### src/rtl/ldp_pkg.sv
package ldp_pkg;
  localparam int DW = 8;

  typedef enum logic [1:0] {
    BANK_DATA   = 2'd0,
    BANK_LEGACY = 2'd1,
    BANK_EXT    = 2'd2
  } bank_e;

  localparam int EXT_BIT  = 0;
  localparam int LOCK_BIT = 7;

  localparam logic [DW-1:0] ECR1_CLR_EXT = 8'hA1;
  localparam logic [DW-1:0] ECR1_CLR_STD = 8'hA0;
  localparam logic [DW-1:0] ECR2_CLR     = 8'h3F;
  localparam logic [DW-1:0] MCR_CLR_EXT  = 8'hFC;

  localparam logic [2:0] OFS_LCR  = 3'd3;
  localparam logic [2:0] OFS_ECR1 = 3'd2;
  localparam logic [2:0] OFS_ECR2 = 3'd4;
  localparam logic [2:0] OFS_MCR  = 3'd5;
endpackage

### src/rtl/ldp_bank_decode.sv
module ldp_bank_decode
  import ldp_pkg::*;
#(
  parameter int AW = 3
) (
  input  logic [AW-1:0] addr,
  input  logic [1:0]    bank_bits,
  output bank_e         bank,
  output logic          data_hit,
  output logic          leg_div_hit,
  output logic          alt_div_hit,
  output logic          lcr_hit,
  output logic          ecr1_hit,
  output logic          ecr2_hit,
  output logic          mcr_hit
);
  logic low_pair;

  always_comb begin
    if (!bank_bits[1])     bank = BANK_DATA;
    else if (!bank_bits[0]) bank = BANK_LEGACY;
    else                    bank = BANK_EXT;

    low_pair    = (addr[AW-1:1] == '0);
    data_hit    = low_pair && (bank == BANK_DATA);
    leg_div_hit = low_pair && (bank == BANK_LEGACY);
    alt_div_hit = low_pair && (bank == BANK_EXT);
    lcr_hit     = (addr == AW'(OFS_LCR));
    ecr1_hit    = (addr == AW'(OFS_ECR1)) && (bank != BANK_LEGACY);
    ecr2_hit    = (addr == AW'(OFS_ECR2)) && (bank == BANK_EXT);
    mcr_hit     = (addr == AW'(OFS_MCR))  && (bank != BANK_LEGACY);
  end
endmodule

### src/rtl/ldp_ctrl_regs.sv
module ldp_ctrl_regs
  import ldp_pkg::*;
#(
  parameter int W = DW
) (
  input  logic         clk,
  input  logic         rst,
  input  logic         wr,
  input  logic [W-1:0] wdata,
  input  logic         lcr_hit,
  input  logic         ecr1_hit,
  input  logic         ecr2_hit,
  input  logic         mcr_hit,
  input  logic         fb_evt,
  output logic [W-1:0] lcr,
  output logic [W-1:0] ecr1,
  output logic [W-1:0] ecr2,
  output logic [W-1:0] mcr
);
  logic          ext_now;
  logic [W-1:0]  ecr1_mask;
  logic [W-1:0]  mcr_mask;

  always_comb begin
    ext_now   = ecr1[EXT_BIT];
    ecr1_mask = ext_now ? W'(ECR1_CLR_EXT) : W'(ECR1_CLR_STD);
    mcr_mask  = ext_now ? W'(MCR_CLR_EXT)  : '0;
  end

  always_ff @(posedge clk) begin
    if (rst) begin
      lcr  <= '0;
      ecr1 <= '0;
      ecr2 <= '0;
      mcr  <= '0;
    end else if (fb_evt) begin
      ecr1 <= ecr1 & ~ecr1_mask;
      ecr2 <= ecr2 & ~W'(ECR2_CLR);
      mcr  <= mcr  & ~mcr_mask;
    end else if (wr) begin
      if (lcr_hit)  lcr  <= wdata;
      if (ecr1_hit) ecr1 <= wdata;
      if (ecr2_hit) ecr2 <= wdata;
      if (mcr_hit)  mcr  <= wdata;
    end
  end
endmodule

### src/rtl/ldp_divisor.sv
module ldp_divisor #(
  parameter int W = 8,
  parameter int BYTES = 2
) (
  input  logic                  clk,
  input  logic                  rst,
  input  logic                  we,
  input  logic [$clog2(BYTES)-1:0] sel,
  input  logic [W-1:0]          wdata,
  output logic [W*BYTES-1:0]    div
);
  for (genvar g = 0; g < BYTES; g++) begin : g_byte
    always_ff @(posedge clk) begin
      if (rst)
        div[g*W +: W] <= '0;
      else if (we && (sel == g))
        div[g*W +: W] <= wdata;
    end
  end
endmodule

### src/rtl/ldp_fallback_ctrl.sv
module ldp_fallback_ctrl
  import ldp_pkg::*;
#(
  parameter int AW = 3,
  parameter int W  = DW
) (
  input  logic          clk,
  input  logic          rst,
  input  logic [AW-1:0] bus_addr,
  input  logic          bus_wr,
  input  logic          bus_rd,
  input  logic [W-1:0]  bus_wdata,
  input  logic [W-1:0]  rx_data_i,
  output logic [W-1:0]  bus_rdata,
  output logic          data_wr_o,
  output logic          data_rd_o,
  output logic          data_sel_o,
  output logic [2*W-1:0] divisor_o,
  output logic [W-1:0]  lcr_o,
  output logic [W-1:0]  ecr1_o,
  output logic [W-1:0]  ecr2_o,
  output logic [W-1:0]  mcr_o,
  output logic          ext_mode_o,
  output logic          fallback_o
);
  bank_e bank;
  logic data_hit, leg_div_hit, alt_div_hit;
  logic lcr_hit, ecr1_hit, ecr2_hit, mcr_hit;
  logic access, locked_std, fb_evt, div_we;
  logic [W-1:0] rd_next;

  ldp_bank_decode #(.AW(AW)) u_dec (
    .addr(bus_addr), .bank_bits(lcr_o[W-1 -: 2]), .bank(bank),
    .data_hit(data_hit), .leg_div_hit(leg_div_hit), .alt_div_hit(alt_div_hit),
    .lcr_hit(lcr_hit), .ecr1_hit(ecr1_hit), .ecr2_hit(ecr2_hit), .mcr_hit(mcr_hit)
  );

  always_comb begin
    access     = bus_wr || bus_rd;
    locked_std = !ecr1_o[EXT_BIT] && ecr1_o[LOCK_BIT];
    fb_evt     = access && leg_div_hit && !locked_std;
    div_we     = bus_wr && (alt_div_hit || (leg_div_hit && !locked_std));
  end

  ldp_ctrl_regs #(.W(W)) u_regs (
    .clk(clk), .rst(rst), .wr(bus_wr), .wdata(bus_wdata),
    .lcr_hit(lcr_hit), .ecr1_hit(ecr1_hit), .ecr2_hit(ecr2_hit), .mcr_hit(mcr_hit),
    .fb_evt(fb_evt), .lcr(lcr_o), .ecr1(ecr1_o), .ecr2(ecr2_o), .mcr(mcr_o)
  );

  ldp_divisor #(.W(W), .BYTES(2)) u_div (
    .clk(clk), .rst(rst), .we(div_we), .sel(bus_addr[0]),
    .wdata(bus_wdata), .div(divisor_o)
  );

  always_comb begin
    rd_next = '0;
    if (data_hit)                         rd_next = rx_data_i;
    else if (leg_div_hit || alt_div_hit)  rd_next = divisor_o[bus_addr[0]*W +: W];
    else if (lcr_hit)                     rd_next = lcr_o;
    else if (ecr1_hit)                    rd_next = ecr1_o;
    else if (ecr2_hit)                    rd_next = ecr2_o;
    else if (mcr_hit)                     rd_next = mcr_o;
  end

  assign ext_mode_o = ecr1_o[EXT_BIT];

  always_ff @(posedge clk) begin
    if (rst) begin
      bus_rdata  <= '0;
      data_wr_o  <= 1'b0;
      data_rd_o  <= 1'b0;
      data_sel_o <= 1'b0;
      fallback_o <= 1'b0;
    end else begin
      if (bus_rd) bus_rdata <= rd_next;
      data_wr_o  <= bus_wr && data_hit;
      data_rd_o  <= bus_rd && data_hit;
      if (access && data_hit) data_sel_o <= bus_addr[0];
      fallback_o <= fb_evt;
    end
  end
endmodule

### config.mk
export PLATFORM = sky130hd
export DESIGN_NAME = ldp_fallback_ctrl
export DESIGN_NICKNAME = d
export VERILOG_FILES = /design/src/rtl/ldp_pkg.sv /design/src/rtl/ldp_bank_decode.sv /design/src/rtl/ldp_ctrl_regs.sv /design/src/rtl/ldp_divisor.sv /design/src/rtl/ldp_fallback_ctrl.sv
export SDC_FILE = /design/constraint.sdc
export NUM_CORES = 1
export LEC_CHECK = 0
export BUFFER_PORTS_ARGS = -buffer_cell sky130_fd_sc_hd__buf_2
export CORE_ASPECT_RATIO = 1.1
export CORE_UTILIZATION = 46
export CTS_CLUSTER_DIAMETER = 100
export DETAILED_ROUTE_END_ITERATION = 6
export PLACE_DENSITY = 0.72
export SLEW_MARGIN = 20
export SYNTH_ARGS = -nofsm -noshare
export SYNTH_HDL_FRONTEND = slang
export SYNTH_SLANG_ARGS = --single-unit
export TNS_END_PERCENT = 1
### constraint.sdc
create_clock -name clk -period 1.8 [get_ports clk]
set_input_delay 0.27 -clock clk [delete_from_list [all_inputs] [get_ports clk]]
set_output_delay 0.27 -clock clk [all_outputs]
set_load 0.05 [all_outputs]
# --- Word-level counts from Yosys, hierarchy flattened ---
# Cells that the tools add are included.
totals:
  regBits: 60
  in_bits: 23
  output_inout_bits: 61
  word_cells: 74
classes:
  eq_ne: 7
  shift: 1
  n_mux: 16
  n_bitwise: 6
  reduce_logical: 32
op_table:
  columns: ["operator", "count"]
  rows:
  - ["8-bit 2-to-1 mux", 13]
  - ["8-bit AND", 2]
  - ["1-bit logical AND", 16]
  - ["8-bit NOT", 2]
  - ["16-bit by 5-bit variable part select with 8-bit output", 1]
  - ["3-bit by 2-bit == test with 1-bit output (second input constant)", 2]
  - ["3-bit == test (second input constant)", 2]
  - ["2-bit AND reduction", 3]
  - ["3-bit AND reduction", 2]
  - ["2-bit nonzero test", 3]
  - ["2-bit logical NOT", 2]
  - ["2-bit 2-to-1 mux", 2]
  - ["1-bit logical OR", 3]
  - ["2-bit by 1-bit == test with 1-bit output (second input constant)", 1]
  - ["2-bit == test (second input constant)", 1]
  - ["1-bit logical NOT", 2]
  - ["2-bit by 1-bit inequality test with 1-bit output (second input constant)", 1]
  - ["1-bit NOT", 2]
  - ["2-bit OR reduction", 1]
  - ["1-bit 2-to-1 mux", 1]

# --- Depth between registers and ports, before layout ---
# Gate-level depths: netlist (run 1).
logic_depth:
  word_depth: 10
  mapped_depth: 7
  ltp_nobuf: 5

# --- Hierarchy ---
# From an unflattened synthesis (run 1), not the netlist that was laid out.
hier_totals:
  cells_unflattened: 318
  hier_area_um2: 2829.0
modules_own_cells:
  columns: ["module", "instances", "cells_per_inst", "area_per_inst_um2", "seq_area_each_um2"]
  rows:
  - ["ldp_ctrl_regs", 1, 139, 1238.7, 640.6]
  - ["ldp_fallback_ctrl", 1, 104, 834.6, 240.2]
  - ["ldp_divisor", 1, 64, 674.4, 320.3]
  - ["ldp_bank_decode", 1, 11, 81.3, 0.0]

# --- Worst setup path before layout (run 1) ---
# OpenSTA, ideal clock, no wires.
synth_path:
  path_kind: "register -> register"
  start: "register u_regs.lcr[7]"
  end: "register bus_rdata[1]"
  setup_time_ns: 0.133
  t_arrival_ns: 1.732
  t_required_ns: 1.667
  setup_slack_ns: -0.065
  stages_incl_launch_ff: 8
  n_path_buf: 2
  synth_period_minus_slack_ns: 1.865
  path_cell_list: "dfxtp_1 -> buf_6 -> nand2b_1 -> buf_2 -> a31o_2 -> a22o_1 -> a41oi_1 -> a311oi_1"
synth_between:
  elab_chain_cells: 9
  word_cells_on_any_way: 18
  cone_classes: "3 x eq/ne; 7 x mux; 8 x reduce/logical"
synth_lines:
  columns: ["element", "line_no", "rtl"]
  rows:
  - ["start, declared", "ldp_ctrl_regs.sv:15", "output logic [W-1:0] lcr,"]
  - ["start signal, assigned", "ldp_ctrl_regs.sv:41", "if (lcr_hit) lcr <= wdata;"]
  - ["2-bit 2-to-1 mux (*)", "ldp_bank_decode.sv:20", "if (!bank_bits[1]) bank = BANK_DATA;"]
  - ["2-bit by 1-bit inequality test with 1-bit output", "ldp_bank_decode.sv:29, ldp_bank_decode.sv:31", null]
  - ["1-bit logical AND", "ldp_bank_decode.sv:31", "mcr_hit = (addr == AW'(OFS_MCR)) && (bank != BANK_LEGACY);"]
  - ["8-bit 2-to-1 mux", "ldp_fallback_ctrl.sv:63", "else if (mcr_hit) rd_next = mcr_o;"]
  - ["8-bit 2-to-1 mux", "ldp_fallback_ctrl.sv:62", "else if (ecr2_hit) rd_next = ecr2_o;"]
  - ["8-bit 2-to-1 mux", "ldp_fallback_ctrl.sv:61", "else if (ecr1_hit) rd_next = ecr1_o;"]
  - ["8-bit 2-to-1 mux", "ldp_fallback_ctrl.sv:60", "else if (lcr_hit) rd_next = lcr_o;"]
  - ["8-bit 2-to-1 mux", "ldp_fallback_ctrl.sv:59", "else if (leg_div_hit || alt_div_hit) rd_next = divisor_o[bus_addr[0]*W +: W];"]
  - ["8-bit 2-to-1 mux (*)", "ldp_fallback_ctrl.sv:58", "if (data_hit) rd_next = rx_data_i;"]
  - ["end signal, assigned", "ldp_fallback_ctrl.sv:76", "if (bus_rd) bus_rdata <= rd_next;"]
  - ["end, declared", "ldp_fallback_ctrl.sv:14", "output logic [W-1:0] bus_rdata,"]
# Mark *: on every way between the ends. The rest lies on a longest branch, timed or not.
# A chain may end at the register's enable or synchronous reset.

# --- Worst setup path in the final report (run 1) ---
layout_path:
  start: "register u_regs.lcr[6]"
  end: "register bus_rdata[0]"
layout_between:
  elab_chain_cells: 10
  word_cells_on_any_way: 19
  cone_classes: "3 x eq/ne; 8 x mux; 8 x reduce/logical"
layout_lines:
  columns: ["element", "line_no", "rtl"]
  rows:
  - ["2-bit 2-to-1 mux (*)", "ldp_bank_decode.sv:21", "else if (!bank_bits[0]) bank = BANK_LEGACY;"]
  - ["2-bit 2-to-1 mux (*)", "ldp_bank_decode.sv:20", null]
  - ["2-bit by 1-bit inequality test with 1-bit output", "ldp_bank_decode.sv:29, ldp_bank_decode.sv:31", null]
  - ["1-bit logical AND", "ldp_bank_decode.sv:31", null]
  - ["8-bit 2-to-1 mux", "ldp_fallback_ctrl.sv:63", null]
  - ["8-bit 2-to-1 mux", "ldp_fallback_ctrl.sv:62", null]
  - ["8-bit 2-to-1 mux", "ldp_fallback_ctrl.sv:61", null]
  - ["8-bit 2-to-1 mux", "ldp_fallback_ctrl.sv:60", null]
  - ["8-bit 2-to-1 mux", "ldp_fallback_ctrl.sv:59", null]
  - ["8-bit 2-to-1 mux (*)", "ldp_fallback_ctrl.sv:58", null]
# Marked as above.

==> impl_metrics.json, run 1 <==
{
  "avgViaCountPerCell": 5.634,
  "cts_buffers": 9,
  "critPathKind": "register to register",
  "seqCellArea_um2": 1202,
  "setup_viol": 0,
  "grt_overflow_total": 0,
  "dp_hpwl_mm": 6.812,
  "ir_drop_mv": 0.5679,
  "async_flop_share": 0,
  "synth_top_area_frac": 0.4020,
  "cap_violations": 0,
  "dr.pass1.iters": 5,
  "start_util": 0.4795,
  "cts_root_buffer": "clkbuf_8",
  "tns_ps": 0,
  "grt_pass1_wl_mm": 14.02,
  "clkTransAtPathRegs_ps": 70,
  "seq_area_frac_synth": 0.4020,
  "finalWirelength_mm": 9.166,
  "die_w_um": 78.85,
  "multi_input_area_um2": 1640,
  "htree_levels": 3,
  "place_ws_ps": 65.56,
  "nNetsFinal": 462,
  "power_density_nw_per_um2": 800.2,
  "fin_crit_sh": 0.9201,
  "synth_area_leader_cell": "dfxtp_1",
  "total_power_mw": 2.996,
  "worstSetupEndpointType": "register",
  "worst_slew_pin_slew_ps": 511.1,
  "cts_sinks": 60,
  "core_um2": 6231,
  "clock_latency_ps": 340,
  "dieHeight_um": 86.53,
  "n_antenna_cell": 0,
  "rsz0062_at_grt": "false",
  "portBuffers": 83,
  "track_usage": 0.2742,
  "yosysWarnings": 0,
  "ff2ff_setup_slack_ps": 140,
  "syn_inst": 346,
  "dieArea_um2": 6822,
  "first_global_vias": 2695,
  "wl_per_cell_um": 17.49,
  "cts_tree": "done",
  "leakage_nw": 1.630,
  "avgSynthCellArea_um2": 8.635,
  "syn2layout_area_growth_pct": 25.29,
  "fillers": 597,
  "drtIter0Drc": 206,
  "cts-resized-gates": 0,
  "relSlewSlack": 0.6504,
  "antenna_found_initial": 0,
  "ys_seq_elements": 60,
  "ant_nets": 0,
  "synth_flop_cell": "dfxtp_1",
  "synthesis.area_um2": 2988,
  "gp_congestion": 0.9389,
  "boundaryPins": 84,
  "skew_ps": 9.584,
  "syn-num-nets": 369,
  "synth-edff-count": 0,
  "placementRows": 30,
  "grt_max_degree": 24,
  "worstPathMaxFanout": 5,
  "layout_common_cells": "83 x buf_2, 59 x dfxtp_1, 43 x nor2_1",
  "final_common_cell": "buf_2",
  "hold_class": "primary input to register",
  "synth_area_leaders": "dfxtp_1 40%, mux2i_1 14%, nor2_1 5.4%, a21oi_1 5.4%, nand2_1 3.6%",
  "post_cts_buffers": 0,
  "drcViolationCount": 0,
  "max_freq_mhz": 603.8,
  "cts_hold_buf": 0,
  "final_cells": 524,
  "vias": 2952,
  "setup_ws_ps": 143.8,
  "finalHoldViolCount": 0,
  "status": "completed",
  "report.final.slew_viol_count": 0,
  "dp_cells": 508,
  "ys_types": 49,
  "start_kind": "register",
  "fin_crit_ps": 1656,
  "cts_max_path_buffers": 2,
  "cp.arrival_ps": 1910,
  "drive_above_1_share": 0.3131,
  "required_ps": 2050
}
critical path: stages, from the launching register on:
cell and delay (ps):
dfxtp_1 460, nand2b_1 270, buf_4 160, nand3_1 60
a21boi_0 260, o22ai_1 140, a211oi_1 220
power breakdown:
part	total (mW)	internal [mW]	switching (mW)
clock network	1.23	0.674	0.557
registers	1.37	1.35	0.0188
logic	0.396	0.123	0.272
total	3.00	2.15	0.848
Yosys cell counts (5+ instances only):
cell type,count
a21oi_1,32
a22o_1,5
a31oi_1,7
buf_4,5
clkbuf_1,12
dfxtp_1,60
inv_1,5
mux2i_1,42
nand2_1,29
nand2b_1,14
nand3_1,13
nor2_1,43
o21ai_0,11
o22ai_1,5
cell families (layout without fill, tap and decap cells):
group	after synthesis	after routing	share of synthesized area
and+or+nand+nor	125	125	0.2131
DFF	60	60	0.4020
muxes	44	44	0.1482
AOI/OAI and AO/OA	88	88	0.1876
buffers and inverters	29	127	0.04899
path summary, 6_finish.rpt:
| check | from | endpoint | cells after the start |
|---|---|---|---|
| max | u_regs.lcr[6] | bus_rdata[0] | 6 |
| min | bus_wdata[4] | u_regs.lcr[4] | 3 |
| max reg2reg | u_regs.lcr[6] | bus_rdata[0] | 6 |
| min reg2reg | data_sel_o | data_sel_o | 2 |
final cells by class:
| cell class | instances | share of cell area |
|---|---|---|
| clock inverter | 6 | 0.01705 |
| multi-input combinational | 257 | 0.4382 |
| tap | 80 | 0.02674 |
| sequential | 60 | 0.3212 |
| clock buffer | 10 | 0.03676 |
| timing repair buffer | 104 | 0.1531 |
| inverter | 7 | 0.007019 |
metrics by stage:
step	area (µm²)	util	hold WS, ps
2_1_floorplan	2989	-	395.7
3_3_place_gp	3542	0.5685	464.6
3_5_place_dp	3542	0.5685	469.7
4_1_cts	3744	0.6008	218.5
5_1_grt	3744	0.6008	232.1
6_report	3744	0.6008	227.3
sequential cells by signal, summed over array words and instances, names as in the netlist, 8 cells and up:
signal and cells:
u_div.div 16, u_regs.mcr 8, u_regs.ecr2 8, u_regs.ecr1 8
u_regs.lcr 8, bus_rdata 8
per-layer routing:
layer,routed length [µm],GRT usage
met2,4242,0.4300
met1,4115,0.3672
met3,577,0.05789
met4,230,0.1124
met5,0,0
(Power assumes the default switching activity.)
==> run 2, diff against run 1 <==
--- a/config.mk
+++ b/config.mk
@@ -7,10 +7,9 @@
 export LEC_CHECK = 0
 export BUFFER_PORTS_ARGS = -buffer_cell sky130_fd_sc_hd__buf_2
 export CORE_ASPECT_RATIO = 1.1
-export CORE_UTILIZATION = 46
+export CORE_UTILIZATION = 25
 export CTS_CLUSTER_DIAMETER = 100
 export DETAILED_ROUTE_END_ITERATION = 6
-export PLACE_DENSITY = 0.72
 export SLEW_MARGIN = 20
 export SYNTH_ARGS = -nofsm -noshare
 export SYNTH_HDL_FRONTEND = slang
==> run 2 against run 1 <==
Worst hold slack better by 23 ps. Sequential share of layout area is 1.7 points lower. Core utilization is 26 points lower. Critical endpoint unchanged. Largest cell class unchanged. Global-route usage is 9.6 points lower. Sequential power hardly changed.
==> impl_metrics.json, run 2 (synthesis gave the netlist of run 1 again) <==
{
  "cts-resized-gates": 0,
  "fin_crit_sh": 0.8842,
  "critPathMaxStageDelay_ps": 440,
  "crit_family": "compound AO/OA/AOI/OAI gates",
  "cp.arrival_ps": 1800,
  "swShare": 0.2764,
  "antenna_found_initial": 0,
  "drtIter0Drc": 205,
  "dp_hpwl_mm": 8.267,
  "setup_ws_ps": 208.4,
  "cts_hold_buf": 0,
  "finalWirelength_mm": 10.78,
  "clock_latency_ps": 330,
  "wl_met2_mm": 4.796,
  "clkTransAtPathRegs_ps": 60,
  "wl_met3_um": 716,
  "largest_register_ffs": 16,
  "grt_max_degree": 24,
  "core_um2": 11540,
  "htree_levels": 3,
  "internal-power_mw": 2.558,
  "wl_per_cell_um": 18.15,
  "clkPwrFrac": 0.497,
  "dieArea_um2": 12390,
  "worstPathCellList": "nand2b_1 -> and3_1 -> a21o_1 -> o22ai_1 -> a211oi_1",
  "die_w_um": 106.2,
  "finalHoldViolCount": 0,
  "power_frac_seq": 0.388,
  "syn2layout_area_growth_pct": 32.41,
  "top_layer_used": "met4",
  "post_cts_buffers": 0,
  "timing.hold.ws_ps": 250.4,
  "crit_slowest_cell": "dfxtp_2",
  "relSlewSlack": 0.7092,
  "gp_congestion": 0.9391,
  "ant_nets": 0,
  "stdcell_area_um2": 3956,
  "grt_pass1_wl_mm": 16.49,
  "max_freq_mhz": 628.3,
  "p_comb_frac": 0.115,
  "power_density_nw_per_um2": 893.7,
  "drt-met1-wl_mm": 5.163,
  "drcViolationCount": 0,
  "cts_tree": "done",
  "track_usage": 0.1786,
  "skew_ps": 4.396,
  "cts_sinks": 60,
  "n_antenna_cell": 0,
  "ir_drop_mv": 0.4394,
  "cts_root_buffer": "clkbuf_16",
  "required_ps": 2000,
  "layout_common_cells": "83 x buf_2, 59 x dfxtp_1, 43 x nor2_1",
  "total_power_mw": 3.536,
  "worst_slew_pin_slew_ps": 425.1,
  "dieHeight_um": 116.7,
  "dp_cells": 578,
  "grt_overflow_total": 0,
  "tns_ps": 0,
  "worstSetupEndpointType": "register",
  "dpl_cell_area_um2": 3655,
  "hold_class": "primary input to register",
  "critPathKind": "register to register",
  "avgViaCountPerCell": 4.948,
  "cts_buffers": 9,
  "portBuffers": 83,
  "first_global_vias": 2793,
  "largest-register": "u_div.div",
  "dr.pass1.iters": 5,
  "nNetsFinal": 462,
  "path_buf_inv": 0,
  "vias": 2939,
  "start_util": 0.2589,
  "placementRows": 41,
  "rsz0062_at_grt": "false",
  "final_common_cell": "buf_2",
  "boundaryPins": 84,
  "leakage_nw": 1.689,
  "cts_max_path_buffers": 2,
  "drive_above_1_share": 0.3131,
  "final_cells": 594,
  "place_ws_ps": 105.6,
  "worstPathMaxFanout": 8,
  "setup_viol": 0,
  "cap_violations": 0,
  "final_core_util": 0.3428,
  "status": "completed",
  "start_kind": "register",
  "fin_crit_ps": 1592,
  "report.final.slew_viol_count": 0,
  "p_sw_mw": 0.9772
}
==> run 2: cell count changes in the layout (fill, tap and decap cells not counted) <==
cell        previous run  this run
buf_12                 0         2
clkinv_4               1         2
buf_4                 21        19
inv_8                  0         1
clkbuf_8              10         0
clkbuf_16              0         9
clkinvlp_4             2         1
==> run 2: worst paths after layout <==
kind,start,end,slack (ps),cells past startpoint
worst max-delay path,u_regs.lcr[7],bus_rdata[0],210,5
worst min-delay path,bus_wdata[6],u_regs.lcr[6],250,3
worst max register to register,u_regs.lcr[7],bus_rdata[0],210,5
worst min register to register,u_regs.lcr[2],u_regs.lcr[2],480,2
==> run 2: per-layer routing <==
layer  GRT usage  vias up
met2      0.2723      117
met1      0.2527     1392
met5           0        -
met4     0.05000        0
li1            -     1419
met3     0.03850       11
==> run 2: cell type report <==
class | count | area [µm²]
clock buffer | 9 | 225.2
timing repair buffer | 104 | 598.1
inverter | 7 | 26.28
tap | 150 | 187.7
fill | 1234 | 7586
clock inverter | 7 | 76.32
sequential | 60 | 1202
multi-input combinational | 257 | 1640
==> run 2: power by group through the flow <==
stage | Sequential [mW] | Clock (mW) | Combinational, mW
floorplan | 1.48 | 0 | 0.182
global placement | 1.40 | 0 | 0.404
detailed placement | 1.40 | 0 | 0.405
CTS | 1.37 | 1.77 | 0.405
global route | 1.37 | 1.85 | 0.437
finish | 1.37 | 1.76 | 0.407
==> run 2: worst reg2reg max path, stage by stage, from the launching register on <==
cell and delay (ps):
dfxtp_2 440, nand2b_1 190, and3_1 270, a21o_1 190
o22ai_1 260, a211oi_1 110
==> run 3, diff against run 2 <==
--- a/config.mk
+++ b/config.mk
@@ -6,10 +6,13 @@
 export NUM_CORES = 1
 export LEC_CHECK = 0
 export BUFFER_PORTS_ARGS = -buffer_cell sky130_fd_sc_hd__buf_2
+export CELL_PAD_IN_SITES_DETAIL_PLACEMENT = 2
+export CELL_PAD_IN_SITES_GLOBAL_PLACEMENT = 2
 export CORE_ASPECT_RATIO = 1.1
 export CORE_UTILIZATION = 25
 export CTS_CLUSTER_DIAMETER = 100
 export DETAILED_ROUTE_END_ITERATION = 6
+export PLACE_DENSITY_LB_ADDON = 0.1
 export SLEW_MARGIN = 20
 export SYNTH_ARGS = -nofsm -noshare
 export SYNTH_HDL_FRONTEND = slang
==> run 3 against run 2 <==
Worst hold slack got worse by 37 ps. Register-to-register slack got worse by 60 ps. Setup slack got worse by 57 ps. Largest power group unchanged. Design area increased by 1.1%. Count of clock-buffer cells in the layout unchanged. Critical path type unchanged. Via count increased by 1.2%. Largest cell class unchanged.
==> impl_metrics.json, run 3 (synthesis gave the netlist of run 1 again) <==
{
  "status": "completed",
  "clkPwrFrac": 0.473,
  "fillers": 1336,
  "largest-register": "u_div.div",
  "placementRows": 41,
  "dp_cells": 585,
  "report.final.slew_viol_count": 0,
  "timing.hold.ws_ps": 213.9,
  "leakage_nw": 1.711,
  "ir_drop_mv": 0.3237,
  "drcViolationCount": 0,
  "start_kind": "register",
  "worstSetupEndpointType": "register",
  "relSlewSlack": 0.6987,
  "syn2layout_area_growth_pct": 33.84,
  "dr.pass1.iters": 4,
  "core_um2": 11540,
  "worstPathMaxFanout": 7,
  "die_w_um": 106.2,
  "dieArea_um2": 12390,
  "cts_max_path_buffers": 2,
  "htree_levels": 3,
  "finalWirelength_mm": 11.99,
  "cts_tree": "done",
  "final_cells": 601,
  "cts_sinks": 60,
  "grt_max_degree": 23,
  "first_global_vias": 3119,
  "portBuffers": 83,
  "p_comb_frac": 0.125,
  "dpl_cell_area_um2": 3720,
  "rsz0062_at_grt": "false",
  "worst_slew_pin_slew_ps": 451.5,
  "clkTransAtPathRegs_ps": 60,
  "finalHoldViolCount": 0,
  "clock_latency_ps": 340,
  "drive_above_1_share": 0.3259,
  "final_core_util": 0.3465,
  "grt_overflow_total": 0,
  "dp_hpwl_mm": 9.350,
  "nNetsFinal": 469,
  "vias": 2975,
  "swShare": 0.2897,
  "grt_pass1_wl_mm": 18.61,
  "drtIter0Drc": 112,
  "boundaryPins": 84,
  "dieHeight_um": 116.7,
  "power_density_nw_per_um2": 853.4,
  "final_common_cell": "buf_2",
  "required_ps": 2050,
  "cts_root_buffer": "clkbuf_16",
  "cap_violations": 0,
  "largest_register_ffs": 16,
  "critPathKind": "register to register",
  "fin_crit_sh": 0.9156,
  "stdcell_area_um2": 3999,
  "skew_ps": 6.922,
  "hold_class": "primary input to register",
  "avgViaCountPerCell": 4.950,
  "antenna_found_initial": 0,
  "cts_hold_buf": 0,
  "layout_common_cells": "83 x buf_2, 59 x dfxtp_1, 43 x nor2_1",
  "internal-power_mw": 2.424,
  "gp_congestion": 0.9029,
  "total_power_mw": 3.413,
  "p_sw_mw": 0.9885,
  "cts_buffers": 9,
  "start_util": 0.2589,
  "max_freq_mhz": 606.8,
  "setup_viol": 0,
  "wl_per_cell_um": 19.95,
  "ant_nets": 0,
  "post_cts_buffers": 0,
  "fin_crit_ps": 1648,
  "n_antenna_cell": 0,
  "power_frac_seq": 0.402,
  "track_usage": 0.2052,
  "cp.arrival_ps": 1900
}
==> run 3: final timing paths <==
check / from / to / slack [ps] / depth (start not counted)
min reg2reg: u_regs.lcr[5] / u_regs.lcr[5] / 480 / 2
max: u_regs.lcr[6] / bus_rdata[4] / 150 / 6
min: rst / u_regs.mcr[7] / 210 / 2
max reg2reg: u_regs.lcr[6] / bus_rdata[4] / 150 / 6
==> run 3: power by group through the flow <==
stage | logic [mW] | registers [mW] | clock network, mW
after floorplan | 0.182 | 1.48 | 0
after global placement | 0.423 | 1.40 | 0
after detailed placement | 0.429 | 1.40 | 0
after CTS | 0.432 | 1.37 | 1.65
after global routing | 0.460 | 1.37 | 1.71
final | 0.427 | 1.37 | 1.61
==> run 3: what timing repair did <==
item	4_1_cts	5_1_grt
hold endpoints to repair	0	0
gates resized for setup	0	1
endpoints found under the setup margin	0	4
==> run 3: final cells by class <==
class	instances	area, µm²	area share
sequential	60	1202	0.3007
clock inverter	7	51.30	0.01283
tap	150	187.7	0.04693
timing repair buffer	111	663.1	0.1658
inverter	7	26.28	0.006571
clock buffer	9	225.2	0.05632
multi-input combinational	257	1643	0.4108
==> run 3: per-layer routing <==
metal / share of wire / vias to the layer above / track usage
met5: 0 / - / 0
met3: 0.050 / 11 / 0.03069
met2: 0.47 / 80 / 0.3377
met4: 0.014 / 0 / 0.07407
met1: 0.47 / 1451 / 0.2730
li1: - / 1433 / -
==> run 3: metrics by stage <==
stage,TNS [ps],setup slack [ps]
final,0,151.9
after global routing,0,70.58
after CTS,0,82.71
after detailed placement,0,35.17
after global placement,0,39.22
after floorplan,-404.6,-52.60
==> run 3: worst max-delay path: stages, from the launching register on <==
cell and delay, ps:
dfxtp_1 430, nand2b_2 260, buf_4 170, nand3_1 80, a21boi_0 260, o22ai_1 160
a211oi_1 210
